===== src/rtl/edo_ctrl_pkg.sv =====
`timescale 1ns/1ps
package edo_ctrl_pkg;

  typedef enum logic [2:0] {
    ST_IDLE,   // row closed and precharged
    ST_RCD,    // row strobe low, waiting before the first column
    ST_CSET,   // column address and write strobe set up
    ST_CAS,    // column strobe low
    ST_CPRE,   // column precharge, read sampling point
    ST_OPEN,   // row open, column strobes high
    ST_PRE,    // row precharge
    ST_REF     // DRAM handed to refresh
  } edo_state_e;

endpackage


===== src/rtl/edo_cycle_timer.sv =====
`timescale 1ns/1ps
module edo_cycle_timer #(
  parameter int CNT_W = 5
) (
  input  logic             clk,
  input  logic             rst,
  input  logic             load,
  input  logic [CNT_W-1:0] load_val,
  output logic             done
);

  logic [CNT_W-1:0] cnt;

  always_ff @(posedge clk) begin
    if (rst)              cnt <= '0;
    else if (load)        cnt <= load_val;
    else if (cnt != '0)   cnt <= cnt - 1'b1;
  end

  assign done = (cnt == '0);

endmodule


===== src/rtl/edo_row_tracker.sv =====
`timescale 1ns/1ps
module edo_row_tracker #(
  parameter int ROW_W = 10
) (
  input  logic             clk,
  input  logic             rst,
  input  logic             open_en,
  input  logic             close_en,
  input  logic [ROW_W-1:0] row_in,
  output logic             hit
);

  logic [ROW_W-1:0] open_row;
  logic             row_valid;

  always_ff @(posedge clk) begin
    if (rst) begin
      open_row  <= '0;
      row_valid <= 1'b0;
    end else if (close_en) begin
      row_valid <= 1'b0;
    end else if (open_en) begin
      open_row  <= row_in;
      row_valid <= 1'b1;
    end
  end

  assign hit = row_valid && (open_row == row_in);

endmodule


===== src/rtl/edo_ras_age.sv =====
`timescale 1ns/1ps
module edo_ras_age #(
  parameter int RAS_MAX = 20000,
  parameter int T_RAC   = 12,
  parameter int GUARD   = 8
) (
  input  logic clk,
  input  logic rst,
  input  logic row_low,
  output logic expired,
  output logic rac_met
);

  localparam int AGE_W = $clog2(RAS_MAX + 1);
  localparam logic [AGE_W-1:0] LIMIT_V = AGE_W'(RAS_MAX - GUARD);
  localparam logic [AGE_W-1:0] RAC_V   = AGE_W'(T_RAC);
  localparam logic [AGE_W-1:0] SAT_V   = AGE_W'(RAS_MAX);

  logic [AGE_W-1:0] age;

  always_ff @(posedge clk) begin
    if (rst || !row_low) age <= '0;
    else if (age != SAT_V) age <= age + 1'b1;
  end

  assign expired = (age >= LIMIT_V);
  assign rac_met = (age >= RAC_V);

endmodule


===== src/rtl/edo_page_ctrl.sv =====
`timescale 1ns/1ps
module edo_page_ctrl #(
  parameter int MUX_W     = 10,
  parameter int DQ_W      = 16,
  parameter int T_RP      = 8,
  parameter int T_RCD     = 3,
  parameter int T_CAS     = 3,
  parameter int T_CP      = 2,
  parameter int T_RAC     = 12,
  parameter int T_RAS_MAX = 20000
) (
  input  logic                 clk,
  input  logic                 rst,
  input  logic                 req_valid,
  output logic                 req_ready,
  input  logic                 req_write,
  input  logic [2*MUX_W-1:0]   req_addr,
  input  logic [DQ_W-1:0]      req_wdata,
  input  logic [1:0]           req_be,
  output logic                 rd_valid,
  output logic [DQ_W-1:0]      rd_data,
  input  logic                 ref_req,
  output logic                 ref_gnt,
  output logic                 dram_ras_n,
  output logic                 dram_casl_n,
  output logic                 dram_cash_n,
  output logic                 dram_we_n,
  output logic                 dram_oe_n,
  output logic [MUX_W-1:0]     dram_addr,
  output logic [DQ_W-1:0]      dram_dq_out,
  output logic                 dram_dq_oe,
  input  logic [DQ_W-1:0]      dram_dq_in
);
  import edo_ctrl_pkg::*;

  localparam int LANES  = 2;
  localparam int LANE_W = DQ_W / LANES;
  localparam int TMR_W  = $clog2(T_RP + T_RCD + T_CAS + T_CP + 1);
  // cycles an accepted hit can still keep the row low before OPEN is seen again
  localparam int GUARD  = T_CAS + T_CP + 3;

  edo_state_e st;

  logic [MUX_W-1:0]  req_row, req_col, col_q;
  logic              cur_wr;
  logic [LANES-1:0]  cur_be;
  logic              row_hit, age_expired, rac_met, tmr_done;
  logic              tmr_load;
  logic [TMR_W-1:0]  tmr_val;
  logic              accept, close_now;
  logic [DQ_W-1:0]   rd_masked;

  assign req_row = req_addr[2*MUX_W-1:MUX_W];
  assign req_col = req_addr[MUX_W-1:0];

  // host handshake: idle row or a hit on an open, young row
  always_comb begin
    req_ready = 1'b0;
    if (st == ST_IDLE)      req_ready = !ref_req;
    else if (st == ST_OPEN) req_ready = row_hit && !ref_req && !age_expired;
  end

  assign accept    = req_valid && req_ready;
  assign close_now = (st == ST_OPEN) &&
                     (ref_req || age_expired || (req_valid && !row_hit));

  // timer loads (value T-1 gives T cycles before done is seen)
  always_comb begin
    tmr_load = 1'b0;
    tmr_val  = '0;
    unique case (st)
      ST_IDLE: if (accept)   begin tmr_load = 1'b1; tmr_val = TMR_W'(T_RCD - 1); end
      ST_CSET:               begin tmr_load = 1'b1; tmr_val = TMR_W'(T_CAS - 1); end
      ST_CAS:  if (tmr_done) begin tmr_load = 1'b1; tmr_val = TMR_W'(T_CP - 1);  end
      ST_OPEN: if (close_now) begin tmr_load = 1'b1; tmr_val = TMR_W'(T_RP - 1); end
      default: ;
    endcase
  end

  edo_cycle_timer #(.CNT_W(TMR_W)) u_timer (
    .clk      (clk),
    .rst      (rst),
    .load     (tmr_load),
    .load_val (tmr_val),
    .done     (tmr_done)
  );

  edo_row_tracker #(.ROW_W(MUX_W)) u_rows (
    .clk      (clk),
    .rst      (rst),
    .open_en  ((st == ST_IDLE) && accept),
    .close_en (close_now),
    .row_in   (req_row),
    .hit      (row_hit)
  );

  edo_ras_age #(.RAS_MAX(T_RAS_MAX), .T_RAC(T_RAC), .GUARD(GUARD)) u_age (
    .clk     (clk),
    .rst     (rst),
    .row_low (!dram_ras_n),
    .expired (age_expired),
    .rac_met (rac_met)
  );

  // per-lane read masking: a lane whose strobe was not used reads zero
  for (genvar l = 0; l < LANES; l++) begin : g_lane
    assign rd_masked[l*LANE_W +: LANE_W] =
      cur_be[l] ? dram_dq_in[l*LANE_W +: LANE_W] : '0;
  end

  always_ff @(posedge clk) begin
    if (rst) begin
      st          <= ST_IDLE;
      dram_ras_n  <= 1'b1;
      dram_casl_n <= 1'b1;
      dram_cash_n <= 1'b1;
      dram_we_n   <= 1'b1;
      dram_oe_n   <= 1'b1;
      dram_addr   <= '0;
      dram_dq_out <= '0;
      dram_dq_oe  <= 1'b0;
      ref_gnt     <= 1'b0;
      rd_valid    <= 1'b0;
      rd_data     <= '0;
      cur_wr      <= 1'b0;
      cur_be      <= '0;
      col_q       <= '0;
    end else begin
      rd_valid <= 1'b0;
      unique case (st)
        ST_IDLE: begin
          if (ref_req) begin
            ref_gnt <= 1'b1;
            st      <= ST_REF;
          end else if (req_valid) begin
            cur_wr      <= req_write;
            cur_be      <= req_be;
            col_q       <= req_col;
            dram_dq_out <= req_wdata;
            dram_addr   <= req_row;
            dram_ras_n  <= 1'b0;
            st          <= ST_RCD;
          end
        end
        ST_RCD: begin
          if (tmr_done) begin
            dram_addr  <= col_q;
            dram_we_n  <= !cur_wr;
            dram_oe_n  <= cur_wr;
            dram_dq_oe <= cur_wr;
            st         <= ST_CSET;
          end
        end
        ST_CSET: begin
          dram_casl_n <= !cur_be[0];
          dram_cash_n <= !cur_be[1];
          st          <= ST_CAS;
        end
        ST_CAS: begin
          if (tmr_done) begin
            dram_casl_n <= 1'b1;
            dram_cash_n <= 1'b1;
            dram_we_n   <= 1'b1;
            dram_dq_oe  <= 1'b0;
            st          <= ST_CPRE;
          end
        end
        ST_CPRE: begin
          if (tmr_done && rac_met) begin
            if (!cur_wr) begin
              rd_valid <= 1'b1;
              rd_data  <= rd_masked;
            end
            dram_oe_n <= 1'b1;
            st        <= ST_OPEN;
          end
        end
        ST_OPEN: begin
          if (close_now) begin
            dram_ras_n <= 1'b1;
            st         <= ST_PRE;
          end else if (accept) begin
            cur_wr      <= req_write;
            cur_be      <= req_be;
            dram_dq_out <= req_wdata;
            dram_addr   <= req_col;
            dram_we_n   <= !req_write;
            dram_oe_n   <= req_write;
            dram_dq_oe  <= req_write;
            st          <= ST_CSET;
          end
        end
        ST_PRE: begin
          if (tmr_done) st <= ST_IDLE;
        end
        ST_REF: begin
          if (!ref_req) begin
            ref_gnt <= 1'b0;
            st      <= ST_IDLE;
          end
        end
        default: st <= ST_IDLE;
      endcase
    end
  end

endmodule


===== config.mk =====
export PLATFORM = sky130hd
export DESIGN_NAME = edo_page_ctrl
export DESIGN_NICKNAME = d
export VERILOG_FILES = /design/src/rtl/edo_ctrl_pkg.sv /design/src/rtl/edo_cycle_timer.sv /design/src/rtl/edo_row_tracker.sv /design/src/rtl/edo_ras_age.sv /design/src/rtl/edo_page_ctrl.sv
export SDC_FILE = /design/constraint.sdc
export NUM_CORES = 1
export LEC_CHECK = 0
export CORE_MARGIN = 5
export CORE_UTILIZATION = 25
export CTS_CLUSTER_DIAMETER = 30
export DETAILED_ROUTE_END_ITERATION = 6
export DONT_BUFFER_PORTS = 1
export PLACE_DENSITY_LB_ADDON = 0.12
export SLEW_MARGIN = 5
export SYNTH_ARGS = -nofsm -noshare
export SYNTH_HDL_FRONTEND = slang
export SYNTH_SLANG_ARGS = --single-unit

===== constraint.sdc =====
create_clock -name clk -period 3.5 [get_ports clk]
set_input_delay 0.35 -clock clk [delete_from_list [all_inputs] [get_ports clk]]
set_output_delay 0.35 -clock clk [all_outputs]
set_load 0.01 [all_outputs]

# [Word level (Yosys, flattened, before mapping)]
# Cells that the tools add are included.
[classes] addsub=2 n_lt_le_gt_ge=2 n_eq_ne=22 muxes=65 n_bitwise=5 reduce_logical=41
[ops] op="$mux W16" count=4
[ops] op="$mux W10" count=5
[ops] op="$pmux W16 S2" count=1
[ops] op="$mux W3" count=10
[ops] op="$pmux W10 S3" count=1
[ops] op="$pmux W3 S8" count=1
[ops] op="$mux W1" count=23
[ops] op="$ne A2 B2 Y1 const B" count=11
[ops] op="$mux W8" count=2
[ops] op="$add A15 B1 Y15 const B" count=1
[ops] op="$ge A15 B15 Y1 const B" count=1
[ops] op="$ge A15 B4 Y1 const B" count=1
[ops] op="$ne A15 B15 Y1 const B" count=1
[ops] op="$reduce_and A5 Y1" count=3
[ops] op="$eq A3 B3 Y1 const B" count=4
[ops] op="$pmux W3 S4" count=1
[ops] op="$eq A10 B10 Y1" count=1
[ops] op="$mux W2" count=5
[ops] op="$mux W5" count=2
[ops] op="$pmux W1 S2" count=5
[ops] op="$pmux W1 S3" count=3
[ops] op="$reduce_and A3 Y1" count=3
[ops] op="$reduce_bool A3 Y1" count=3
[ops] op="$logic_and A1 B1 Y1" count=8
[ops] op="other kinds (19)" count=37
[totals] ff_bits=97 output_inout_bits=51

# [Logic depth before layout (Yosys ltp)]
# Gate-level depths: netlist (run 1).
[logic_depth] word_depth=10 ltp_mapped=10

# [Cells and area by module]
# A second synthesis (run 1) with hierarchy kept.
[unflattened] cells_unflattened=539 hier_area_um2=4755.8
[modules_own_cells] module="edo_page_ctrl" instances=1 cells_per_inst=345 area_per_inst_um2=3128.0 seq_area_each_um2=1321.3
[modules_own_cells] module="edo_ras_age" instances=1 cells_per_inst=100 area_per_inst_um2=847.1 seq_area_each_um2=300.3
[modules_own_cells] module="edo_row_tracker" instances=1 cells_per_inst=62 area_per_inst_um2=493.0 seq_area_each_um2=220.2
[modules_own_cells] module="edo_cycle_timer" instances=1 cells_per_inst=32 area_per_inst_um2=287.8 seq_area_each_um2=100.1

# [Worst setup path before layout (run 1)]
# OpenSTA, ideal clock, no wires.
[synth_timing] path_kind="flip-flop to flip-flop" startpoint="register u_timer.cnt[0]" endpoint="register dram_addr[8]" setup_ns=0.118 arrival_time_ns=2.033 setup_slack_ns=1.349 stages_incl_launch_ff=11 path_buffers=2 cell_sequence="dfxtp_1 -> inv_1 -> ha_1 -> or4b_1 -> buf_2 -> nor2_1 -> and2_1 -> nor2_1 -> clkbuf_1 -> nand2_1 -> mux2i_1"
[synth_between] elab_chain_len=3
[synth_rtl] element="start: declaration" line_no="edo_cycle_timer.sv:12" source="logic [CNT_W-1:0] cnt;"
[synth_rtl] element="start signal: assignment" line_no="edo_cycle_timer.sv:16" source="else if (load) cnt <= load_val;"
[synth_rtl] element="start signal: assignment" line_no="edo_cycle_timer.sv:17" source="else if (cnt != '0) cnt <= cnt - 1'b1;"
[synth_rtl] element="$logic_not A5 Y1" line_no="edo_cycle_timer.sv:20" source="assign done = (cnt == '0);"
[synth_rtl] element="$ne A2 B2 Y1 (no source line)"
[synth_rtl] element="$reduce_and A6 Y1 (no source line)"
[synth_rtl] element="end signal: assignment" line_no="edo_page_ctrl.sv:140" source="dram_addr <= req_row;"
[synth_rtl] element="end signal: assignment" line_no="edo_page_ctrl.sv:147" source="dram_addr <= col_q;"
[synth_rtl] element="end signal: assignment" line_no="edo_page_ctrl.sv:186" source="dram_addr <= req_col;"
[synth_rtl] element="end: declaration" line_no="edo_page_ctrl.sv:29" source="output logic [MUX_W-1:0] dram_addr,"
# Every way passes these cells.
# A chain may end at the register's enable or synchronous reset.

# [Final worst setup path (run 1)]
[layout_timing] startpoint="register u_timer.cnt[0]" endpoint="register dram_we_n"
[layout_between] elab_chain_len=3
[layout_rtl] element="$logic_not A5 Y1 *" line_no="edo_cycle_timer.sv:20"
[layout_rtl] element="$ne A2 B2 Y1 (no source line)"
[layout_rtl] element="$reduce_and A5 Y1 (no source line) *"
[layout_rtl] element="end signal: assignment" line_no="edo_page_ctrl.sv:148" source="dram_we_n <= !cur_wr;"
[layout_rtl] element="end signal: assignment" line_no="edo_page_ctrl.sv:187" source="dram_we_n <= !req_write;"
[layout_rtl] element="end: declaration" line_no="edo_page_ctrl.sv:27" source="output logic dram_we_n,"
# Mark *: on every way between the ends. The rest lies on a longest branch, timed or not.

==> qor.yml, run 1 <==
yosys_warnings: 0
fin_crit_ns: 2.59
cts_tree: "built"
max_slew_margin_pct: 25.5
critPathCaptureType: "flop"
worstSkewPairLatency_ns: 0.35
fin_tns_setup_ns: 0
syn_inst: 496
synth-edff-count: 0
hold_end: "st[0]"
path_max_fanout: 21
num_io_pins: 110
netlist.area_leader.share_pct: 44.7
powerDensity_nw_per_um2: 695
diodes: 0
grt_max_degree: 72
core_area_sq_um: 17200
grt_pass1_wl_mm: 18.0
wl_mm: 11.4
p_leak_nw: 1.74
drive_gt1_share_pct: 9.71
min_period_over_period_pct: 74.1
cpPeakStageDelay_ns: 0.62
cts_buffers: 9
overflow: 0
post_cts.repair.setup_buffers: 0
r2r_slack_ns: 0.91
dp_hpwl_mm: 8.12
whs_path_depth: 1
num_vias: 3412
nets: 541
cts_hold_buffers: 0
finalPower_mw: 3.33
r2r-end: "dram_we_n"
htreeDepth: 3
first_pass_iters: 4
detail-route-antenna-nets: 0
critical_path.top_delay_family: "simple AND/OR/NAND/NOR gates"
async_reset_ff_share_pct: 0
crit_type: "reg2reg"
final_max_slew_viol_count: 0
yosys.cell_types.count: 54
grt.busiest_layer: "met2"
die_w_um: 142
antenna_found_initial: 0
grt_setup_unrepaired: "no"
skew_ns: 0.00906
max_freq_ghz: 0.386
drt-initial-drc-count: 186
cp-start-kind: "flop"
fillers: 1856
cts_sinks: 97
ys_ff_latch: 97
clk_pin_slew_ns: 0.07
vias_per_cell: 4.81
dieArea_sq_um: 20100
synthTopCellsByArea: "dfxtp_1 45%, mux2i_1 7.4%, nand2_1 5.5%"
cts-root-buf: "clkbuf_16"
die_y_um: 142
grt_use_met2_pct: 16.8
row_count: 48
worstPathArrival_ns: 2.82
synth.net_count: 558
area_delta_synth_final_pct: 10.5
cp_cell_sequence: "inv_1 -> ha_1 -> inv_1 -> nor4_2 -> o211ai_1 -> or3_1 -> and3_1 -> or3_1"
outcome: "finished, final reports clean"
grt_pass1_vias: 3198
ys.flop_type: "dfxtp_1"
synthesis.area_sq_um: 4340
hp-start: "rst"
cts_buffer_depth: 2
synth_top_area_cell: "dfxtp_1"
ir_drop_mv: 0.310
worst_r2r_path_depth: 8
gp_congestion: 0.759
start_util_pct: 25.3
met3_usage_pct: 3.44
portBuffers: 0
cp_slowest_cell: "or3_1"
regToRegStartpoint: "u_timer.cnt[0]"
met1_usage_pct: 15.3
ys_seq_area_share_pct: 44.7
ctsResizeCount: 0
cp.required_ns: 3.73
worstPathBufferInverterCount: 2
avgSynthCellArea_sq_um: 8.75
min_path_type: "in2reg"
grt_usage_pct: 11.3
worst_pin_slew_ns: 1.11
setup_viol: 0
hold_viol: 0
drc: 0
drv_cap: 0
routedWlPerCell_um: 16.1
metrics by stage:
step | util [%] | setup slack (ns) | cell area (sq um) | hold WS, ns | std cells
after global routing | 27.9 | 0.608 | 4790 | 0.0751 | 709
after global placement | 26.2 | 0.929 | 4500 | 0.437 | 693
after CTS | 27.9 | 0.857 | 4790 | 0.0681 | 709
after floorplan | - | 1.35 | 4340 | 0.436 | 496
after detailed placement | 26.2 | 0.936 | 4500 | 0.442 | 693
final | 27.9 | 0.908 | 4790 | 0.0893 | 709
logic make-up (layout without fill, tap and decap cells):
family / after synthesis / count (layout) / share of synthesized area, %
multiplexers: 32 / 32 / 7.38
buffers and inverters: 39 / 27 / 4.21
XOR/XNOR: 26 / 26 / 5.25
AND/OR/NAND/NOR: 196 / 196 / 22.1
AO/OA/AOI/OAI: 103 / 103 / 15.5
flip-flops: 97 / 97 / 44.7
adder cells (fa/ha/maj): 3 / 3 / 0.865
synthesized netlist by cell type, drive strengths merged, types with 2 or more instances:
master and instances:
or4b 2, a21o 11, nand3 16, nor3b 3, ha 3, nor3 13, nand4 11, and2 2
or3 7, a22o 18, xnor2 16, o21ai 17, a31oi 2, dfxtp 97, nor4 6, nand2 65
and3 3, clkbuf 21, a21oi 45, or4 3, nor2 50, and3b 2, or2 2, mux2i 32
xor2 10, nand2b 6, inv 7, a211o 2, buf 11
cell usage in the layout, fill, tap and decap left out, types with 2 or more instances in the layout:
cell / n
a211o_1: 2
a21o_1: 11
a21oi_1: 44
a22o_1: 3
a22o_2: 15
and2_1: 2
and3_1: 2
and3b_1: 2
buf_4: 4
clkbuf_16: 9
clkbuf_8: 2
clkinv_4: 4
dfxtp_1: 97
ha_1: 3
inv_1: 7
mux2i_1: 32
nand2_1: 64
nand2b_1: 6
nand3_1: 16
nand4_1: 11
nor2_1: 50
nor3_1: 13
nor3b_2: 2
nor4_1: 5
o21ai_0: 17
or2_2: 2
or3_1: 6
or4_1: 3
xnor2_1: 16
xor2_1: 10
registers in the layout (all words and copies together) (netlist names), 3 cells and up:
signal and cells:
dram_addr 10, u_rows.open_row 10, rd_data 16, dram_dq_out 16
u_timer.cnt 5, st 3, u_age.age 15, col_q 10
how the worst max path moves through the flow:
stage | start | to | slack (ns) | depth (start not counted)
after floorplan | u_timer.cnt[0] | dram_addr[8] | 1.35 | 10
after global placement | u_age.age[7] | dram_we_n | 0.93 | 6
after detailed placement | u_age.age[7] | dram_we_n | 0.94 | 6
after CTS | u_age.age[7] | req_ready | 0.86 | 5
after global routing | u_timer.cnt[0] | dram_addr[1] | 0.61 | 8
final | u_timer.cnt[0] | dram_we_n | 0.91 | 8
cell type report:
type	count	area (sq um)	area share, %
clock buffers	11	253	5.27
clock inverters	5	40.0	0.835
well taps	225	282	5.87
inverters	7	26.3	0.548
multi-input cells	360	2220	46.3
repair buffers	4	30.0	0.626
flip-flops and latches	97	1940	40.5
report_power, final:
group	internal (mW)	total [mW]	switching (mW)	leakage, nW
clock network	0.525	0.971	0.446	0.146
logic	0.383	0.935	0.552	0.812
registers	1.24	1.43	0.183	0.787
total	2.15	3.33	1.18	1.74
routing by layer:
metal | vias to the layer above | routed length [um]
met3 | 11 | 804
met5 | - | 0
met2 | 97 | 4970
li1 | 1699 | -
met1 | 1605 | 5480
met4 | 0 | 197
Power figures use the tool's default switching activity.
==> inputs of run 2 (changes only) <==
==> constraint.sdc (replaced) <==
create_clock -name clk -period 2.3 [get_ports clk]
set_input_delay 0.23 -clock clk [delete_from_list [all_inputs] [get_ports clk]]
set_output_delay 0.23 -clock clk [all_outputs]
set_load 0.01 [all_outputs]
==> run 2 against run 1 <==
Power rose by 61%. Final cell count rose by 5.5%. Clock skew fell by 0.0021 ns. Clock power rose by 56%. Critical path depth rose by 1. Global-route usage rose by 0.45 points. Core utilization rose by 2.7 points. Fmax rose by 17%. Critical endpoint is now st[2]. Highest routed layer unchanged.
==> qor.yml, run 2 (synthesis gave the netlist of run 1 again) <==
outcome: "finished, final reports clean"
clkPwrFrac_pct: 28.2
cp_slowest_cell: "or4b_1"
path_max_fanout: 8
power.switching_mw: 1.84
swShare_pct: 34.2
area_delta_synth_final_pct: 21.0
grt_pass1_vias: 3321
detail-route-antenna-nets: 0
worstPathBufferInverterCount: 2
cp-start-kind: "flop"
place_inst: 717
routedWlPerCell_um: 16.2
max_freq_ghz: 0.453
grt_pass1_wl_mm: 18.5
critical_path.top_delay_family: "simple AND/OR/NAND/NOR gates"
htreeDepth: 3
cts_buffer_depth: 2
wl_mm: 12.1
holdWs_ns: 0.0196
cp.required_ns: 2.52
drive_gt1_share_pct: 15.3
cts_sinks: 97
top_regs: "dram_dq_out: 16 flops, rd_data: 16 flops, u_age.age: 15 flops"
p_comb_share_pct: 31.9
min_path_type: "in2reg"
nets: 581
worst_pin_slew_ns: 0.673
diodes: 0
crit_type: "reg2reg"
die_w_um: 142
min_period_over_period_pct: 96.0
die_y_um: 142
final_cells: 748
cpPeakStageDelay_ns: 0.47
final_max_slew_viol_count: 0
row_count: 48
hold_viol: 0
p_leak_nw: 1.99
skew_ns: 0.00695
ir_drop_mv: 0.442
power_frac_seq_pct: 39.9
cts_tree: "built"
gp_congestion: 0.777
critPathCaptureType: "flop"
portBuffers: 0
drc: 0
worstPathArrival_ns: 2.43
internal-power_mw: 3.54
final_common_cell: "dfxtp_1"
post_dp_cell_area_sq_um: 4690
max_slew_margin_pct: 55.1
powerDensity_nw_per_um2: 1020
dp_hpwl_mm: 8.41
grt_usage_pct: 11.7
mostFrequentLayoutCells: "94 x dfxtp_1, 64 x nand2_1, 49 x nor2_1"
drt-initial-drc-count: 175
fin_crit_ns: 2.21
setup_viol: 0
num_io_pins: 110
overflow: 0
drv_cap: 0
clk_pin_slew_ns: 0.07
core_area_sq_um: 17200
cts-root-buf: "clkbuf_16"
start_util_pct: 25.3
grt_max_degree: 59
cp_cell_sequence: "inv_1 -> ha_2 -> or4b_1 -> buf_4 -> o2111ai_1 -> o21ai_1 -> a21oi_2 -> nor4b_4 -> nor3_1"
num_vias: 3491
vias_per_cell: 4.67
final_area_sq_um: 5250
antenna_found_initial: 0
dieArea_sq_um: 20100
cts_buffers: 9
finalPower_mw: 5.37
first_pass_iters: 4
worstSkewPairLatency_ns: 0.34
run 2: repair_timing:
| item | in CTS | in global routing |
|---|---|---|
| resized for setup | 7 | 11 |
| pin swaps | 2 | 4 |
| endpoints found under the hold margin | 68 | 0 |
| gates cloned | 0 | 0 |
| hold buffers | 16 | 0 |
| buffers inserted | 1 | 0 |
| endpoints found under the setup margin | 20 | 32 |
run 2: worst paths after layout:
kind,start,endpoint,slack [ns],depth (start not counted)
max,u_timer.cnt[0],st[2],0.09,9
min,req_addr[7],col_q[7],0.02,2
max reg2reg,u_timer.cnt[0],st[2],0.09,9
min reg2reg,col_q[0],col_q[0],0.45,2
run 2: area by class of cell:
cell class | instances | area, sq um
Fill cell | 1856 | 11900
Multi-Input combinational cell | 360 | 2300
Sequential cell | 97 | 1950
Timing Repair Buffer | 44 | 400
Tap cell | 225 | 282
Clock buffer | 11 | 243
Clock inverter | 4 | 53.8
Inverter | 7 | 26.3
run 2: power by group through the flow:
stage               Sequential (mW)  Combinational (mW)  Clock, mW
global placement               2.18                1.61          0
finish                         2.14                1.72       1.51
CTS                            2.15                1.68       1.59
detailed placement             2.18                1.62          0
floorplan                      2.09                1.23          0
global route                   2.17                1.93       1.66
run 2: per-layer routing:
| layer | share of wire [%] | routed length [um] | GRT usage, % | vias up |
|---|---|---|---|---|
| met2 | 45 | 5500 | 17.9 | 85 |
| li1 | - | - | - | 1779 |
| met5 | 0 | 0 | 0 | - |
| met4 | 1.2 | 150 | 4.09 | 0 |
| met3 | 6.9 | 833 | 3.64 | 10 |
| met1 | 46 | 5620 | 15.6 | 1617 |
run 2: metrics by stage:
step	util, %	worst slack [ns]	TNS (ns)
final	30.6	0.0912	0
after global routing	30.6	-0.0165	-0.0219
after CTS	30.3	0.00631	0
after floorplan	-	0.149	0
after detailed placement	27.3	-0.0881	-1.29
after global placement	27.3	-0.0513	-0.788
==> inputs of run 3 (changes only) <==
--- a/config.mk
+++ b/config.mk
@@ -5,8 +5,10 @@
 export SDC_FILE = /design/constraint.sdc
 export NUM_CORES = 1
 export LEC_CHECK = 0
+export CAP_MARGIN = 0
 export CORE_MARGIN = 5
 export CORE_UTILIZATION = 25
+export CTS_BUF_LIST = sky130_fd_sc_hd__clkbuf_8
 export CTS_CLUSTER_DIAMETER = 30
 export DETAILED_ROUTE_END_ITERATION = 6
 export DONT_BUFFER_PORTS = 1
==> run 3 against run 2 <==
Wire length is 3.5% higher. Final cell count is 4.9% higher. Combinational power up 3%. Highest routed layer unchanged. Core utilization grew 1.6 points. Clock power down 25%. Die area unchanged.
==> qor.yml, run 3 (synthesis gave the netlist of run 1 again) <==
internal-power_mw: 3.23
post_dp_cell_area_sq_um: 4690
final_area_sq_um: 5520
drc: 0
swShare_pct: 36.0
dp_slack_ns: -0.0881
nets: 618
skew_ns: 0.0115
cts-root-buf: "clkbuf_8"
powerDensity_nw_per_um2: 915
grt_usage_pct: 12.2
num_io_pins: 110
grt_pass1_wl_mm: 19.3
cts_tree: "built"
antenna_found_initial: 0
num_vias: 3660
routedWlPerCell_um: 16.0
hp-start: "req_wdata[14]"
drv_cap: 0
final_max_slew_viol_count: 0
cp.required_ns: 2.55
vias_per_cell: 4.66
cts_buffers: 9
die_w_um: 142
area_delta_synth_final_pct: 27.2
grt_setup_unrepaired: "yes"
fin_crit_ns: 2.22
cp-start-kind: "flop"
worst_pin_slew_ns: 0.661
cts_sinks: 97
max_slew_margin_pct: 55.9
min_path_type: "in2reg"
p_comb_share_pct: 35.1
detail-route-antenna-nets: 0
row_count: 48
top_regs: "dram_dq_out: 16 flops, rd_data: 16 flops, u_age.age: 15 flops"
dp_hpwl_mm: 8.41
timing.final.ws_setup_ns: 0.0841
final_common_cell: "dfxtp_1"
start_util_pct: 25.3
portBuffers: 0
grt_max_degree: 64
power.switching_mw: 1.82
cp-startpoint: "u_timer.cnt[0]"
ir_drop_mv: 0.363
crit_type: "reg2reg"
max_freq_ghz: 0.451
drt-initial-drc-count: 177
outcome: "finished, final reports clean"
path_max_fanout: 8
cts_buffer_depth: 2
mostFrequentLayoutCells: "94 x dfxtp_1, 64 x nand2_1, 52 x dlygate4sd3_1"
clk_pin_slew_ns: 0.10
worstSkewPairLatency_ns: 0.37
grt_pass1_vias: 3497
critPathCaptureType: "flop"
worstPathArrival_ns: 2.47
diodes: 0
setup_viol: 0
first_pass_iters: 4
wl_mm: 12.5
htreeDepth: 3
regToRegStartpoint: "u_timer.cnt[0]"
core_area_sq_um: 17200
die_y_um: 142
overflow: 0
p_leak_nw: 2.10
power_frac_seq_pct: 42.4
clkPwrFrac_pct: 22.5
min_period_over_period_pct: 96.3
gp_congestion: 0.777
drive_gt1_share_pct: 14.3
hold_viol: 0
dieArea_sq_um: 20100
-- run 3: changes by cell type in the layout (fill, tap and decap cells not counted) --
cell | before | now
dlygate4sd3_1 | 15 | 52
clkbuf_16 | 9 | 0
clkbuf_8 | 1 | 10
clkbuf_1 | 1 | 0
inv_1 | 7 | 8
-- run 3: power by group through the flow --
stage | clock network (mW) | registers, mW | logic (mW)
6_report | 1.14 | 2.14 | 1.77
4_1_cts | 1.20 | 2.15 | 1.73
3_5_place_dp | 0 | 2.18 | 1.62
2_1_floorplan | 0 | 2.09 | 1.23
5_1_grt | 1.27 | 2.17 | 1.99
3_3_place_gp | 0 | 2.18 | 1.61
-- run 3: worst max-delay path, stage by stage, from the launching register on --
cell and delay, ns:
dfxtp_1 0.33, inv_1 0.08, ha_2 0.20, or4b_1 0.47
buf_4 0.19, o2111ai_1 0.17, o21ai_1 0.10, a21oi_2 0.25
nor4b_4 0.24, nor3_1 0.06
-- run 3: area by class of cell --
type                            count  area (sq um)
Tap cell                          225           282
Inverter                            7          26.3
Multi-Input combinational cell    360          2300
Fill cell                        1835         11700
Sequential cell                    97          1950
Clock inverter                      5          57.6
Timing Repair Buffer               81           771
Clock buffer                       10           138
-- run 3: layer usage --
metal  vias up  wire length, um  global-route usage [%]
met2        98             5760                    18.9
met3         9              835                    3.13
li1       1852                -                       -
met5         -                0                       0
met4         0              137                    4.29
met1      1701             5800                    16.4
-- run 3: path summary, 6_finish.rpt --
| check | slack (ns) | to | cells after the start |
|---|---|---|---|
| worst max register to register | 0.08 | st[2] | 9 |
| worst max-delay path | 0.08 | st[2] | 9 |
| worst min-delay path | 0.02 | dram_dq_out[14] | 2 |
| worst min register to register | 0.46 | col_q[0] | 2 |
-- run 3: timing repair --
item | 4_1_cts | 5_1_grt
buffers inserted | 1 | 0
endpoints found under the hold margin | 79 | 0
pin swaps | 3 | 4
hold buffers | 53 | 0
endpoints found under the setup margin | 22 | 32
resized for setup | 7 | 11
-- run 3: metrics by stage --
step	setup TNS (ns)	util (%)	total power [mW]	std cells	hold WS [ns]
after global placement	-0.788	27.3	3.79	717	0.335
final	0	32.1	5.05	785	0.0150
after floorplan	0	-	3.31	496	0.355
after detailed placement	-1.29	27.3	3.80	717	0.336
after CTS	0	31.9	5.08	786	0.000506
after global routing	-0.0313	32.1	5.44	785	0.0113
